==> config.mk <==
export PLATFORM = sky130hd
export DESIGN_NAME = cec_rx_ctrl
export DESIGN_NICKNAME = d
export VERILOG_FILES = /design/src/rtl/cec_rx_pkg.sv /design/src/rtl/cec_rx_filter.sv /design/src/rtl/cec_rx_timer.sv /design/src/rtl/cec_rx_fsm.sv /design/src/rtl/cec_rx_status.sv /design/src/rtl/cec_rx_ctrl.sv
export SDC_FILE = /design/constraint.sdc
export NUM_CORES = 1
export LEC_CHECK = 0
export ABC_AREA = 1
export CAP_MARGIN = 20
export CORE_MARGIN = 4
export CORE_UTILIZATION = 27
export DETAILED_ROUTE_END_ITERATION = 8
export PLACE_DENSITY = 0.48
export SLEW_MARGIN = 20
export SYNTH_ARGS = -nofsm -noshare
export SYNTH_HDL_FRONTEND = slang
export SYNTH_HIERARCHICAL = 1
export SYNTH_SLANG_ARGS = --single-unit
==> constraint.sdc <==
create_clock -name clk -period 4.4 [get_ports clk]
set_input_delay 1.1 -clock clk [delete_from_list [all_inputs] [get_ports clk]]
set_output_delay 1.1 -clock clk [all_outputs]
set_load 0.01 [all_outputs]
==> src/rtl/cec_rx_pkg.sv <==
package cec_rx_pkg;

    typedef enum logic [2:0] {
        ST_OFF      = 3'd0,
        ST_IDLE     = 3'd1,
        ST_START_LO = 3'd2,
        ST_START_HI = 3'd3,
        ST_BIT_LO   = 3'd4,
        ST_BIT_HI   = 3'd5,
        ST_ERR      = 3'd6
    } rx_state_t;

    localparam int unsigned SYNC_STAGES = 2;

endpackage

==> src/rtl/cec_rx_filter.sv <==
module cec_rx_filter
    import cec_rx_pkg::*;
#(
    parameter int unsigned FILT_LEN = 3
) (
    input  logic clk,
    input  logic rst_n,
    input  logic tick,
    input  logic filt_en,
    input  logic cec_in,
    output logic bus_fall,
    output logic bus_rise
);
    localparam int unsigned FW = (FILT_LEN < 2) ? 1 : $clog2(FILT_LEN + 1);

    logic [SYNC_STAGES-1:0] sync_q;
    logic                   lvl_q;
    logic                   lvl_d;
    logic [FW-1:0]          fcnt_q;
    logic                   samp;

    assign samp = sync_q[SYNC_STAGES-1];

    always_ff @(posedge clk or negedge rst_n) begin
        if (!rst_n) begin
            sync_q <= '1;
            lvl_d  <= 1'b1;
        end else begin
            sync_q <= {sync_q[SYNC_STAGES-2:0], cec_in};
            lvl_d  <= lvl_q;
        end
    end

    generate
        if (FILT_LEN < 2) begin : g_nofilt
            always_ff @(posedge clk or negedge rst_n) begin
                if (!rst_n) begin
                    lvl_q  <= 1'b1;
                    fcnt_q <= '0;
                end else begin
                    lvl_q  <= samp;
                    fcnt_q <= '0;
                end
            end
        end else begin : g_filt
            always_ff @(posedge clk or negedge rst_n) begin
                if (!rst_n) begin
                    lvl_q  <= 1'b1;
                    fcnt_q <= '0;
                end else if (!filt_en) begin
                    lvl_q  <= samp;
                    fcnt_q <= '0;
                end else if (samp == lvl_q) begin
                    fcnt_q <= '0;
                end else if (tick) begin
                    if (fcnt_q == FW'(FILT_LEN - 1)) begin
                        lvl_q  <= samp;
                        fcnt_q <= '0;
                    end else begin
                        fcnt_q <= fcnt_q + 1'b1;
                    end
                end
            end
        end
    endgenerate

    assign bus_fall = lvl_d & ~lvl_q;
    assign bus_rise = ~lvl_d & lvl_q;

    // with the filter active the accepted level only moves after a tick
    assert_filter_on_tick_R11: assert property (@(posedge clk) disable iff (!rst_n)
        ($past(filt_en) && (FILT_LEN >= 2) && !$stable(lvl_q)) |-> $past(tick));

endmodule

==> src/rtl/cec_rx_timer.sv <==
module cec_rx_timer #(
    parameter int unsigned CNT_W = 6
) (
    input  logic             clk,
    input  logic             rst_n,
    input  logic             tick,
    input  logic             clr,
    output logic [CNT_W-1:0] cnt
);
    always_ff @(posedge clk or negedge rst_n) begin
        if (!rst_n) begin
            cnt <= '0;
        end else if (clr) begin
            cnt <= '0;
        end else if (tick && (cnt != {CNT_W{1'b1}})) begin
            cnt <= cnt + 1'b1;
        end
    end
endmodule

==> src/rtl/cec_rx_fsm.sv <==
module cec_rx_fsm
    import cec_rx_pkg::*;
#(
    parameter int unsigned START_LO_T  = 37,
    parameter int unsigned START_PER_T = 45,
    parameter int unsigned BIT_PER_T   = 24,
    parameter int unsigned ONE_LO_T    = 6,
    parameter int unsigned ZERO_LO_T   = 15,
    parameter int unsigned TOL_T       = 2,
    parameter int unsigned DATA_W      = 8,
    parameter int unsigned CNT_W       = 6,
    parameter int unsigned IDX_W       = 4
) (
    input  logic             clk,
    input  logic             rst_n,
    input  logic             tick,
    input  logic             rx_en,
    input  logic             bus_fall,
    input  logic             bus_rise,
    input  logic [CNT_W-1:0] cnt,
    output logic             ev_start,
    output logic             ev_byte,
    output logic             ev_block,
    output logic             ev_err,
    output logic             bit_ok,
    output logic             bit_val,
    output logic [IDX_W-1:0] bit_idx
);
    localparam logic [CNT_W-1:0] SL_MIN = CNT_W'(START_LO_T - TOL_T);
    localparam logic [CNT_W-1:0] SL_MAX = CNT_W'(START_LO_T + TOL_T);
    localparam logic [CNT_W-1:0] SP_MIN = CNT_W'(START_PER_T - TOL_T);
    localparam logic [CNT_W-1:0] SP_MAX = CNT_W'(START_PER_T + TOL_T);
    localparam logic [CNT_W-1:0] BP_MIN = CNT_W'(BIT_PER_T - TOL_T);
    localparam logic [CNT_W-1:0] BP_MAX = CNT_W'(BIT_PER_T + TOL_T);
    localparam logic [CNT_W-1:0] O_MIN  = CNT_W'(ONE_LO_T - TOL_T);
    localparam logic [CNT_W-1:0] O_MAX  = CNT_W'(ONE_LO_T + TOL_T);
    localparam logic [CNT_W-1:0] Z_MIN  = CNT_W'(ZERO_LO_T - TOL_T);
    localparam logic [CNT_W-1:0] Z_MAX  = CNT_W'(ZERO_LO_T + TOL_T);
    localparam logic [IDX_W-1:0] IDX_BYTE = IDX_W'(DATA_W - 1);
    localparam logic [IDX_W-1:0] IDX_EOM  = IDX_W'(DATA_W);
    localparam logic [IDX_W-1:0] IDX_ACK  = IDX_W'(DATA_W + 1);

    rx_state_t state_q, state_d;
    logic      armed_q;
    logic      eom_q;
    logic      start_lo_ok, start_per_ok, bit_per_ok, is_one, is_zero;

    assign start_lo_ok  = (cnt >= SL_MIN) && (cnt <= SL_MAX);
    assign start_per_ok = (cnt >= SP_MIN) && (cnt <= SP_MAX);
    assign bit_per_ok   = (cnt >= BP_MIN) && (cnt <= BP_MAX);
    assign is_one       = (cnt >= O_MIN)  && (cnt <= O_MAX);
    assign is_zero      = (cnt >= Z_MIN)  && (cnt <= Z_MAX);

    // state register
    always_ff @(posedge clk or negedge rst_n) begin
        if (!rst_n) begin
            state_q <= ST_OFF;
        end else begin
            state_q <= state_d;
        end
    end

    // next state
    always_comb begin
        state_d = state_q;
        if (!rx_en) begin
            state_d = ST_OFF;
        end else begin
            unique case (state_q)
                ST_OFF:      if (armed_q) state_d = ST_IDLE;
                ST_IDLE:     if (bus_fall) state_d = ST_START_LO;
                ST_START_LO: begin
                    if (bus_rise)           state_d = start_lo_ok ? ST_START_HI : ST_ERR;
                    else if (cnt > SL_MAX)  state_d = ST_ERR;
                end
                ST_START_HI: begin
                    if (bus_fall)           state_d = start_per_ok ? ST_BIT_LO : ST_ERR;
                    else if (cnt > SP_MAX)  state_d = ST_ERR;
                end
                ST_BIT_LO: begin
                    if (bus_rise) begin
                        if (!(is_one || is_zero))               state_d = ST_ERR;
                        else if ((bit_idx == IDX_ACK) && eom_q) state_d = ST_IDLE;
                        else                                    state_d = ST_BIT_HI;
                    end else if (cnt > Z_MAX) begin
                        state_d = ST_ERR;
                    end
                end
                ST_BIT_HI: begin
                    if (bus_fall)           state_d = bit_per_ok ? ST_BIT_LO : ST_ERR;
                    else if (cnt > BP_MAX)  state_d = ST_ERR;
                end
                ST_ERR:      state_d = ST_ERR;
                default:     state_d = ST_ERR;
            endcase
        end
    end

    // outputs
    always_comb begin
        ev_start = 1'b0;
        ev_byte  = 1'b0;
        ev_block = 1'b0;
        bit_ok   = 1'b0;
        bit_val  = is_one;
        ev_err   = rx_en && (state_q != ST_ERR) && (state_d == ST_ERR);
        if (rx_en) begin
            unique case (state_q)
                ST_START_HI: ev_start = bus_fall && start_per_ok;
                ST_BIT_LO: begin
                    bit_ok   = bus_rise && (is_one || is_zero);
                    ev_byte  = bit_ok && (bit_idx == IDX_BYTE);
                    ev_block = bit_ok && (bit_idx == IDX_ACK);
                end
                default: ;
            endcase
        end
    end

    // bit position, end-of-message memory, restart arming
    always_ff @(posedge clk or negedge rst_n) begin
        if (!rst_n) begin
            bit_idx <= '0;
            eom_q   <= 1'b0;
            armed_q <= 1'b0;
        end else begin
            if (state_q != ST_OFF)          armed_q <= 1'b0;
            else if (!rx_en && tick)        armed_q <= 1'b1;
            if (ev_start) begin
                bit_idx <= '0;
                eom_q   <= 1'b0;
            end else if (bit_ok) begin
                bit_idx <= (bit_idx == IDX_ACK) ? '0 : bit_idx + 1'b1;
                if (bit_idx == IDX_EOM) eom_q <= bit_val;
            end
        end
    end

    // error parking holds while enabled
    assert_err_parked_R6: assert property (@(posedge clk) disable iff (!rst_n)
        (state_q == ST_ERR && rx_en) |=> (state_q == ST_ERR));
    // leaving OFF needs a tick seen while disabled
    assert_restart_gap_R8: assert property (@(posedge clk) disable iff (!rst_n)
        (state_q == ST_IDLE && $past(state_q) == ST_OFF) |-> $past(armed_q));
    // reception events never coincide
    assert_events_exclusive_R4: assert property (@(posedge clk) disable iff (!rst_n)
        $onehot0({ev_start, ev_byte, ev_block, ev_err}));

endmodule

==> src/rtl/cec_rx_status.sv <==
module cec_rx_status #(
    parameter int unsigned DATA_W = 8,
    parameter int unsigned IDX_W  = 4
) (
    input  logic              clk,
    input  logic              rst_n,
    input  logic              rx_en,
    input  logic              ev_start,
    input  logic              ev_byte,
    input  logic              ev_block,
    input  logic              ev_err,
    input  logic              bit_ok,
    input  logic              bit_val,
    input  logic [IDX_W-1:0]  bit_idx,
    input  logic              irq_ack,
    input  logic [2:0]        flag_clr,
    input  logic [2:0]        irq_en,
    output logic [DATA_W-1:0] rx_data,
    output logic              rx_eom,
    output logic              rx_ack,
    output logic [2:0]        flags,
    output logic              flag_err,
    output logic              irq
);
    localparam logic [IDX_W-1:0] IDX_EOM = IDX_W'(DATA_W);
    localparam logic [IDX_W-1:0] IDX_ACK = IDX_W'(DATA_W + 1);

    logic [DATA_W-1:0] shreg_q;
    logic [2:0]        set_v;
    logic [2:0]        clr_v;

    assign set_v = {ev_block, ev_byte, ev_start};
    assign clr_v = flag_clr | {3{irq_ack}};

    always_ff @(posedge clk or negedge rst_n) begin
        if (!rst_n) begin
            shreg_q <= '0;
            rx_data <= '0;
            rx_eom  <= 1'b0;
            rx_ack  <= 1'b0;
        end else if (bit_ok) begin
            shreg_q <= {shreg_q[DATA_W-2:0], bit_val};
            if (ev_byte)            rx_data <= {shreg_q[DATA_W-2:0], bit_val};
            if (bit_idx == IDX_EOM) rx_eom  <= bit_val;
            if (bit_idx == IDX_ACK) rx_ack  <= bit_val;
        end
    end

    genvar gi;
    generate
        for (gi = 0; gi < 3; gi++) begin : g_flag
            always_ff @(posedge clk or negedge rst_n) begin
                if (!rst_n)            flags[gi] <= 1'b0;
                else if (set_v[gi])    flags[gi] <= 1'b1;
                else if (clr_v[gi])    flags[gi] <= 1'b0;
            end
        end
    endgenerate

    always_ff @(posedge clk or negedge rst_n) begin
        if (!rst_n)       flag_err <= 1'b0;
        else if (!rx_en)  flag_err <= 1'b0;
        else if (ev_err)  flag_err <= 1'b1;
    end

    assign irq = |(flags & irq_en);

    // disabling reception clears the error flag
    assert_err_cleared_R7: assert property (@(posedge clk) disable iff (!rst_n)
        !rx_en |=> !flag_err);
    // the error flag is sticky while enabled
    assert_err_sticky_R7: assert property (@(posedge clk) disable iff (!rst_n)
        (flag_err && rx_en) |=> flag_err);
    // acceptance clears the start flag unless a new start arrives
    assert_ack_clears_R10: assert property (@(posedge clk) disable iff (!rst_n)
        (irq_ack && !ev_start) |=> !flags[0]);

endmodule

==> src/rtl/cec_rx_ctrl.sv <==
module cec_rx_ctrl
    import cec_rx_pkg::*;
#(
    parameter int unsigned START_LO_T  = 37,
    parameter int unsigned START_PER_T = 45,
    parameter int unsigned BIT_PER_T   = 24,
    parameter int unsigned ONE_LO_T    = 6,
    parameter int unsigned ZERO_LO_T   = 15,
    parameter int unsigned TOL_T       = 2,
    parameter int unsigned FILT_LEN    = 3
) (
    input  logic       clk,
    input  logic       rst_n,
    input  logic       tick,
    input  logic       cec_in,
    input  logic       rx_en,
    input  logic       filt_en,
    input  logic       irq_start_en,
    input  logic       irq_byte_en,
    input  logic       irq_block_en,
    input  logic       irq_ack,
    input  logic [2:0] flag_clr,
    output logic [7:0] rx_data,
    output logic       rx_eom,
    output logic       rx_ack,
    output logic       flag_start,
    output logic       flag_byte,
    output logic       flag_block,
    output logic       flag_err,
    output logic       irq
);
    localparam int unsigned DATA_W = 8;
    localparam int unsigned MAX_T  = START_PER_T + TOL_T + 1;
    localparam int unsigned CNT_W  = $clog2(MAX_T + 1);
    localparam int unsigned IDX_W  = $clog2(DATA_W + 2);

    logic             bus_fall, bus_rise;
    logic [CNT_W-1:0] cnt;
    logic             ev_start, ev_byte, ev_block, ev_err;
    logic             bit_ok, bit_val;
    logic [IDX_W-1:0] bit_idx;
    logic [2:0]       flags;

    cec_rx_filter #(.FILT_LEN(FILT_LEN)) u_filter (
        .clk(clk), .rst_n(rst_n), .tick(tick), .filt_en(filt_en),
        .cec_in(cec_in), .bus_fall(bus_fall), .bus_rise(bus_rise)
    );

    cec_rx_timer #(.CNT_W(CNT_W)) u_timer (
        .clk(clk), .rst_n(rst_n), .tick(tick), .clr(bus_fall), .cnt(cnt)
    );

    cec_rx_fsm #(
        .START_LO_T(START_LO_T), .START_PER_T(START_PER_T), .BIT_PER_T(BIT_PER_T),
        .ONE_LO_T(ONE_LO_T), .ZERO_LO_T(ZERO_LO_T), .TOL_T(TOL_T),
        .DATA_W(DATA_W), .CNT_W(CNT_W), .IDX_W(IDX_W)
    ) u_fsm (
        .clk(clk), .rst_n(rst_n), .tick(tick), .rx_en(rx_en),
        .bus_fall(bus_fall), .bus_rise(bus_rise), .cnt(cnt),
        .ev_start(ev_start), .ev_byte(ev_byte), .ev_block(ev_block), .ev_err(ev_err),
        .bit_ok(bit_ok), .bit_val(bit_val), .bit_idx(bit_idx)
    );

    cec_rx_status #(.DATA_W(DATA_W), .IDX_W(IDX_W)) u_status (
        .clk(clk), .rst_n(rst_n), .rx_en(rx_en),
        .ev_start(ev_start), .ev_byte(ev_byte), .ev_block(ev_block), .ev_err(ev_err),
        .bit_ok(bit_ok), .bit_val(bit_val), .bit_idx(bit_idx),
        .irq_ack(irq_ack), .flag_clr(flag_clr),
        .irq_en({irq_block_en, irq_byte_en, irq_start_en}),
        .rx_data(rx_data), .rx_eom(rx_eom), .rx_ack(rx_ack),
        .flags(flags), .flag_err(flag_err), .irq(irq)
    );

    assign flag_start = flags[0];
    assign flag_byte  = flags[1];
    assign flag_block = flags[2];

endmodule

==> metrics.csv, run 1 <==
stage,metric,value,unit
status,status,"finished, final reports clean",
logic_synthesis,Synth cell types,32,
layout,fin cells,462,
critical_path,"Max FO, Critical Path",1,
timing,period utilization,75.08,%
floorplanning,Ports,28,
floorplanning,Die Y,102.8,um
global_routing,Top Usage Layer GRT,met2,
timing,final hold vios,0,
logic_synthesis,post-synthesis compound-gate area fraction,11.44,%
logic_synthesis,largest family of logic cells by synthesized area,simple AND/OR/NAND/NOR gates,
run,Max-Cap Viols,0,
floorplanning,DIE WIDTH,102.8,um
global_routing,grt met1 use,14.40,%
global_routing,initial antenna violation count,0,
power,Seq pwr share,48.5,%
drt,Vias per Instance,4.357,
logic_synthesis,post-synthesis sequential area ratio,43.48,%
critical_path,reg2reg start,u_filter/lvl_q,
logic_synthesis,mux contribution to synthesized area,0,%
power,NetSw,0.0003526,W
placement,# port buffers,27,
timing,RSZ-0062 raised after global routing,false,
clock_network,hold_buf cts,0,
floorplanning,Placeable Area,8721,um2
power,sw frac,36.13,%
critical_path,flop2flop setup slack,2.06,ns
timing,"Setup violations, final",0,
placement,Placed Area,2784,um2
drt,initial detailed-routing violation count,89,
logic_synthesis,Post-Synthesis Cells,323,
critical_path,startpoint types,primary input,
hold_path,Worst Hold Class,flop to flop,
logic_synthesis,syn avg cell area,7.519,um2
logic_synthesis,"area leader, netlist",dfrtp_1,
timing,setup tns final,0,ns
critical_path,Crit. End Element,output pin,
critical_path,R2R Path End,u_status/rx_data[6],
timing,Max Fclk,302.7,MHz
layout,ant diodes,0,
drt,DR vias,2013,
clock_network,TritonCTS Buffers,5,
clock_network,Clock Latency Late Sink,0.30,ns
power,leakage power,1.443,nW
timing,hold_ws,0.3608,ns
critical_path,Worst Path Required,3.30,ns
power,total power draw,0.0009761,W
timing,Clock Skew,0.008011,ns
clock_network,clock root cell,clkbuf_8,
logic_synthesis,Most used DFF post-synth,dfrtp_1,
critical_path,critical path class,primary input to output pin,
power,clock power share,26.9,%
timing,min Tclk post-route,3.303,ns
clock_network,clock buffer depth,2,
placement,Final GP Congestion,0.8841,
logic_synthesis,"Cell Area, Synth",2429,um2
logic_synthesis,Synth Register Bits,42,
logic_synthesis,Synth Area in Adders,0.5152,%
clock_network,H-Tree Depth,2,
hold_path,Worst Hold Launch,u_filter/sync_q[0],
timing,"Slew Viols, Final",0,
timing,Max transition margin,56.81,%
logic_synthesis,most frequent cell after synthesis,nand2_1,
global_routing,met3 Track Usage GR,2.436,%
placement,hpwl dp,3.752,mm
power,share of total power in combinational logic,24.6,%
layout,Final Instance Area,2880,um2
clock_network,Worst-path clk slew,0.09,ns
timing,worst slew pin tran,0.6454,ns
layout,Layout area overhead,18.60,%
clock_network,CTS resizes,0,
logic_synthesis,simple-gate portion of the synthesized area,34.16,%
global_routing,grt total ovfl,0,
floorplanning,# rows,34,
logic_synthesis,Yosys top cell area share,39.16,%
floorplanning,Die Area,10580,um2
global_routing,vias in the first global route,1971,
global_routing,first-pass GRT wire length,9.066,mm
power,Int Power,0.0006234,W
global_routing,met2 Use GR,17.13,%
clock_network,clk sink count,42,
layout,layout cell share with drive strength beyond 1,13.56,%
clock_network,"Setup Fix Bufs, Post-CTS",0,
layout,final net count,367,
drt,antenna-violating nets left,0,
placement,DP Cell Count,454,
clock_network,CTS tree,done,
global_routing,largest net degree at the start of global routing,43,
logic_synthesis,number of synthesized flops with an enable pin,0,
logic_synthesis,"top cells by area, synth","dfrtp_1, nand2_1, inv_1",
power,PD cells,338.9,nW/um2
drt,drt total wl,5.192,mm
logic_synthesis,Synth async-reset ratio,100.0,%
floorplanning,Initial Utilization,27.85,%
logic_synthesis,Synth Area in XOR/XNOR,0,%
logic_synthesis,Syn. warnings,6,
drt,wire per inst,11.24,um
hold_path,worst hold endpoint,u_filter/sync_q[1],
logic_synthesis,Synthesized Nets,337,
hold_path,Hold Crit Depth,0,
logic_synthesis,most common library cells after synthesis,"nand2_1, inv_1, dfrtp_1",
global_routing,Global Route Usage Sum,10.68,%
drt,Pre-antenna DRT Iters,4,
critical_path,critical path arrival,2.20,ns
critical_path,R2R depth,7,
power,peak supply drop,0.0001024,V
drt,DRC viols,0,
==> per-layer routing <==
layer	routed length, um	share of wire [%]
met1	2597	50
met2	2301	44
met3	243	4.7
met4	50	0.96
met5	0	0
==> cell usage in the layout, fill, tap and decap left out, drive strengths merged, types with 2 or more instances in the layout <==
| master | instances |
|---|---|
| o21ai | 23 |
| dfstp | 4 |
| inv | 55 |
| clkinv | 2 |
| nor2 | 34 |
| nor3 | 4 |
| o21bai | 4 |
| clkdlybuf4s50 | 26 |
| o31ai | 2 |
| nand2 | 103 |
| a21oi | 9 |
| nand4 | 8 |
| dfrtp | 38 |
| clkbuf | 5 |
| nand3 | 29 |
==> worst max-delay path by stage <==
stage	startpoint	end	depth (start not counted)	slack [ns]
after CTS	irq_start_en	irq	4	1.09
after detailed placement	irq_start_en	irq	4	1.10
after floorplan	irq_start_en	irq	2	2.04
final	irq_start_en	irq	4	1.10
after global placement	irq_start_en	irq	4	1.10
after global routing	irq_start_en	irq	4	1.05
==> cells by family after synthesis <==
| group | after synthesis |
|---|---|
| AO/OA/AOI/OAI | 43 |
| adder cells (fa/ha/maj) | 1 |
| buffers and inverters | 59 |
| flip-flops | 42 |
| AND/OR/NAND/NOR | 178 |
==> final cells by class <==
class	instances	area, um2
fill	913	5841
multi-input combinational	222	1120
sequential	42	1056
timing repair buffer	27	267.8
inverter	55	207.7
tap	108	135.1
clock buffer	5	68.82
clock inverter	3	25.02
==> power by group through the flow <==
stage,Clock [W],Combinational (W),Sequential (W)
2_1_floorplan,0,0.000183,0.000466
3_3_place_gp,0,0.000240,0.000480
3_5_place_dp,0,0.000240,0.000479
4_1_cts,0.000279,0.000242,0.000473
5_1_grt,0.000294,0.000279,0.000482
6_report,0.000263,0.000240,0.000473
==> worst max-delay path, stage by stage <==
cell and delay (ns):
clkdlybuf4s50_1 0.46, nand2_1 0.05, nand3_1 0.07, clkdlybuf4s50_1 0.53
==> per-stage QoR <==
step | util, % | setup slack, ns
finish | 33.03 | 1.097
global route | 33.03 | 1.050
CTS | 33.00 | 1.090
detailed placement | 31.92 | 1.095
global placement | 31.92 | 1.100
floorplan | - | 2.045
==> registers in the layout (all words and copies together), names as in the netlist, 2 cells and up <==
register          flops
u_fsm/bit_idx         4
u_timer/cnt           6
u_status/rx_data      8
u_status/flags        3
u_filter/sync_q       2
u_filter/fcnt_q       2
u_fsm/state_q         3
u_status/shreg_q      7
Power figures use the tool's default switching activity.
==> run 2, diff against run 1 <==
Settings changed: PLACE_DENSITY 0.48 to 0.5.
Clock period 4.4 ns to 3 ns, I/O delays scaled along.
==> metrics.csv, run 2 (same netlist as run 1, synthesis figures left out) <==
stage,metric,value,unit
layout,final net count,369,
clock_network,clock buffer depth,2,
drt,Vias per Instance,4.401,
critical_path,CP Cell Sequence,clkdlybuf4s50_1 -> nand2_1 -> nand3_1 -> clkdlybuf4s50_1,
layout,"commonest cells after routing, fill and taps aside","nand2_1, inv_1, dfrtp_1",
timing,min Tclk post-route,2.599,ns
clock_network,Worst-path clk slew,0.09,ns
drt,DRC viols,0,
global_routing,Global Route Usage Sum,10.72,%
timing,"Slew Viols, Final",0,
clock_network,CTS resizes,0,
critical_path,"Max FO, Critical Path",1,
timing,final hold vios,0,
layout,multi-input logic area,1120,um2
drt,Pre-antenna DRT Iters,4,
power,PD cells,496.6,nW/um2
floorplanning,Die Y,102.8,um
critical_path,CP most frequent cell,clkdlybuf4s50_1,
critical_path,startpoint types,primary input,
clock_network,hold_buf cts,0,
timing,Clock Skew,0.005167,ns
power,leakage power,1.454,nW
clock_network,"Setup Fix Bufs, Post-CTS",0,
timing,worst slew pin tran,0.5436,ns
global_routing,first-pass GRT wire length,9.128,mm
placement,pre-CTS setup slack,0.3959,ns
timing,setup tns final,0,ns
drt,drt total wl,5.088,mm
run,Max-Cap Viols,0,
critical_path,Worst path top cell family by delay,buffers and inverters,
clock_network,H-Tree Depth,2,
floorplanning,DIE WIDTH,102.8,um
power,total power draw,0.001438,W
timing,Max Fclk,384.8,MHz
power,peak supply drop,0.0002062,V
layout,Layout area overhead,19.22,%
layout,number of flip-flops in the largest register,8,
layout,biggest regs,"u_status/rx_data: 8 flops, u_status/shreg_q: 7 flops, u_timer/cnt: 6 flops",
critical_path,Worst Path Required,2.25,ns
critical_path,max incr delay on CP,0.53,ns
critical_path,critical path arrival,1.85,ns
critical_path,critical path class,primary input to output pin,
drt,antenna-violating nets left,0,
floorplanning,# rows,34,
hold_path,Worst Hold Class,flop to flop,
floorplanning,Ports,28,
global_routing,largest net degree at the start of global routing,43,
layout,"commonest non-fill, non-tap cell in the layout",nand2_1,
clock_network,Clock Latency Late Sink,0.30,ns
clock_network,CTS tree,done,
global_routing,grt total ovfl,0,
floorplanning,Die Area,10580,um2
timing,period utilization,86.63,%
clock_network,clock root cell,clkbuf_8,
layout,layout cell share with drive strength beyond 1,14.04,%
timing,Max transition margin,63.48,%
timing,"Setup violations, final",0,
global_routing,initial antenna violation count,0,
timing,final worst slack,0.4010,ns
layout,ant diodes,0,
drt,wire per inst,10.97,um
critical_path,worst path bufs/invs,2,
placement,Final GP Congestion,0.8819,
layout,fillers,951,
layout,register area,1056,um2
global_routing,vias in the first global route,2077,
drt,DR vias,2042,
placement,# port buffers,27,
drt,initial detailed-routing violation count,57,
placement,hpwl dp,3.694,mm
floorplanning,Placeable Area,8721,um2
clock_network,clk sink count,42,
layout,Reg with most FFs,u_status/rx_data,
floorplanning,Initial Utilization,27.85,%
status,status,"finished, final reports clean",
critical_path,Crit. End Element,output pin,
clock_network,TritonCTS Buffers,5,
critical_path,critical path's slowest cell,clkdlybuf4s50_1,
timing,RSZ-0062 raised after global routing,false,
-- run 2: changes by cell type in the layout (fill, tap and decap cells not counted), sizes merged --
cell and change:
buf +2
-- run 2: metal layers --
metal | part of all wire [%] | track usage, %
met1 | 49 | 13.58
met4 | 1.4 | 3.586
met5 | 0 | 0
met3 | 4.4 | 2.436
met2 | 45 | 18.07
-- run 2: worst paths after layout --
path	start	endpoint	slack, ns	cells after the start
max	irq_byte_en	irq	0.40	4
min	u_filter/sync_q[0]	u_filter/sync_q[1]	0.37	0
max reg2reg	u_timer/cnt[3]	u_status/rx_data[2]	0.77	10
min reg2reg	u_filter/sync_q[0]	u_filter/sync_q[1]	0.37	0
max in group asynchronous	rst_n	u_filter/sync_q[1]	2.19	1
min in group asynchronous	rst_n	u_status/rx_ack	0.42	1
-- run 2: through the flow --
step	hold slack [ns]	std cells	cell area (um2)	utilization, %
after floorplan	0.3452	323	2429	-
after global placement	0.3478	456	2799	32.09
after detailed placement	0.3550	456	2799	32.09
after CTS	0.3745	464	2893	33.17
after global routing	0.3852	464	2895	33.20
final	0.3698	464	2895	33.20
-- run 2: power by group --
group	total (W)	internal, W	switching (W)	leakage (nW)
registers	0.000695	0.000620	0.0000750	0.506
logic	0.000355	0.000129	0.000226	0.903
clock network	0.000387	0.000168	0.000219	0.0447
total	0.00144	0.000918	0.000520	1.45
-- run 2: cell type report --
cell class	instances	share of cell area (%)
Timing Repair Buffer	29	9.767
Sequential cell	42	36.47
Clock buffer	5	2.377
Multi-Input combinational cell	222	38.68
Inverter	55	7.174
Tap cell	108	4.667
Clock inverter	3	0.8643
==> run 3, diff against run 2 <==
Settings changed: ABC_CLOCK_PERIOD_IN_PS set to 2950, PLACE_DENSITY 0.5 to 0.48.
Clock period 3 ns to 2.95 ns, I/O delays scaled along.
==> metrics.csv, run 3 (same netlist as run 1, synthesis figures left out) <==
stage,metric,value,unit
status,status,"finished, final reports clean",
layout,fin cells,466,
layout,biggest regs,"u_status/rx_data: 8 flops, u_status/shreg_q: 7 flops, u_timer/cnt: 6 flops",
layout,Reg with most FFs,u_status/rx_data,
drt,Vias per Instance,4.399,
layout,number of flip-flops in the largest register,8,
hold_path,Worst Hold Class,flop to flop,
critical_path,worst path bufs/invs,2,
critical_path,CP Cell Sequence,clkdlybuf4s50_1 -> nand2_1 -> nand3_1 -> clkdlybuf4s50_1,
timing,min Tclk post-route,2.576,ns
layout,"commonest cells after routing, fill and taps aside","nand2_1, inv_1, dfrtp_1",
floorplanning,Placeable Area,8721,um2
global_routing,Global Route Usage Sum,10.28,%
clock_network,CTS tree,done,
timing,Max transition margin,63.80,%
critical_path,critical path class,primary input to output pin,
power,peak supply drop,0.0001605,V
clock_network,TritonCTS Buffers,5,
power,leakage power,1.462,nW
timing,RSZ-0062 raised after global routing,false,
critical_path,CP most frequent cell,clkdlybuf4s50_1,
layout,Layout area overhead,19.58,%
critical_path,startpoint types,primary input,
clock_network,H-Tree Depth,2,
timing,Max Fclk,388.2,MHz
placement,pre-CTS setup slack,0.3203,ns
floorplanning,Die Y,102.8,um
clock_network,"Setup Fix Bufs, Post-CTS",0,
critical_path,Worst path top cell family by delay,buffers and inverters,
layout,layout cell share with drive strength beyond 1,14.53,%
global_routing,met2 Use GR,16.58,%
power,total power draw,0.001439,W
critical_path,Worst Path Required,2.21,ns
floorplanning,Ports,28,
clock_network,clock root cell,clkbuf_8,
timing,"Slew Viols, Final",0,
timing,final hold vios,0,
drt,DR vias,2050,
global_routing,vias in the first global route,1947,
placement,# port buffers,27,
power,PD cells,495.5,nW/um2
critical_path,Crit. End Element,output pin,
drt,DRC viols,0,
drt,antenna-violating nets left,0,
timing,"Setup violations, final",0,
global_routing,first-pass GRT wire length,8.763,mm
clock_network,Clock Latency Late Sink,0.29,ns
critical_path,critical path arrival,1.84,ns
global_routing,grt total ovfl,0,
clock_network,clock buffer depth,2,
critical_path,critical path's slowest cell,clkdlybuf4s50_1,
clock_network,Worst-path clk slew,0.09,ns
placement,DP Cell Count,458,
clock_network,clk sink count,42,
run,Max-Cap Viols,0,
drt,wire per inst,10.96,um
drt,drt total wl,5.108,mm
global_routing,grt met1 use,13.44,%
floorplanning,Initial Utilization,27.85,%
critical_path,max incr delay on CP,0.53,ns
timing,worst slew pin tran,0.5388,ns
clock_network,hold_buf cts,0,
timing,period utilization,87.32,%
global_routing,initial antenna violation count,0,
critical_path,"Max FO, Critical Path",1,
global_routing,met3 Track Usage GR,2.977,%
placement,hpwl dp,3.909,mm
floorplanning,# rows,34,
drt,Pre-antenna DRT Iters,4,
floorplanning,Die Area,10580,um2
floorplanning,DIE WIDTH,102.8,um
drt,initial detailed-routing violation count,89,
layout,final net count,371,
global_routing,Top Usage Layer GRT,met2,
timing,setup tns final,0,ns
layout,"commonest non-fill, non-tap cell in the layout",nand2_1,
layout,ant diodes,0,
timing,Clock Skew,0.008001,ns
placement,Final GP Congestion,0.8567,
clock_network,CTS resizes,0,
global_routing,largest net degree at the start of global routing,23,
timing,final worst slack,0.3740,ns
-- run 3: cell count changes in the layout (fill, tap and decap cells not counted) --
| cell | previous run | this run |
|---|---|---|
| buf_2 | 0 | 1 |
| buf_4 | 3 | 4 |
| clkinv_2 | 1 | 2 |
| inv_6 | 1 | 0 |
-- run 3: report_power, final --
part / internal, W / total [W] / switching (W) / leakage, nW
logic: 0.000133 / 0.000361 / 0.000229 / 0.911
registers: 0.000631 / 0.000705 / 0.0000738 / 0.506
clock network: 0.000166 / 0.000373 / 0.000207 / 0.0441
-- run 3: per-layer routing --
layer  vias up  share of wire [%]
li1       1085                  -
met1       931                 50
met2        32                 45
met3         2                4.1
met4         0               0.69
met5         -                  0
-- run 3: area by class of cell --
| type | instances | area [um2] |
|---|---|---|
| multi-input cells | 222 | 1120 |
| fillers | 958 | 5817 |
| clock inverters | 3 | 21.27 |
| inverters | 55 | 207.7 |
| clock buffers | 5 | 68.82 |
| flip-flops and latches | 42 | 1056 |
| well taps | 108 | 135.1 |
| repair buffers | 31 | 295.3 |
-- run 3: through the flow --
| stage | hold WS (ns) | area [um2] | utilization, % |
|---|---|---|---|
| 5_1_grt | 0.3648 | 2904 | 33.30 |
| 2_1_floorplan | 0.3452 | 2429 | - |
| 6_report | 0.3590 | 2904 | 33.30 |
| 4_1_cts | 0.3608 | 2904 | 33.30 |
| 3_3_place_gp | 0.3461 | 2814 | 32.27 |
| 3_5_place_dp | 0.3470 | 2814 | 32.27 |
-- run 3: path summary, 6_finish.rpt --
kind	startpoint	end	slack [ns]	cells after the start
worst max-delay path	irq_byte_en	irq	0.37	4
worst min-delay path	u_filter/sync_q[0]	u_filter/sync_q[1]	0.36	0
worst max register to register	u_timer/cnt[3]	u_status/rx_data[1]	0.75	10
worst min register to register	u_filter/sync_q[0]	u_filter/sync_q[1]	0.36	0
max in group asynchronous	rst_n	u_filter/lvl_q	1.96	2
min in group asynchronous	rst_n	u_status/rx_data[7]	0.38	1
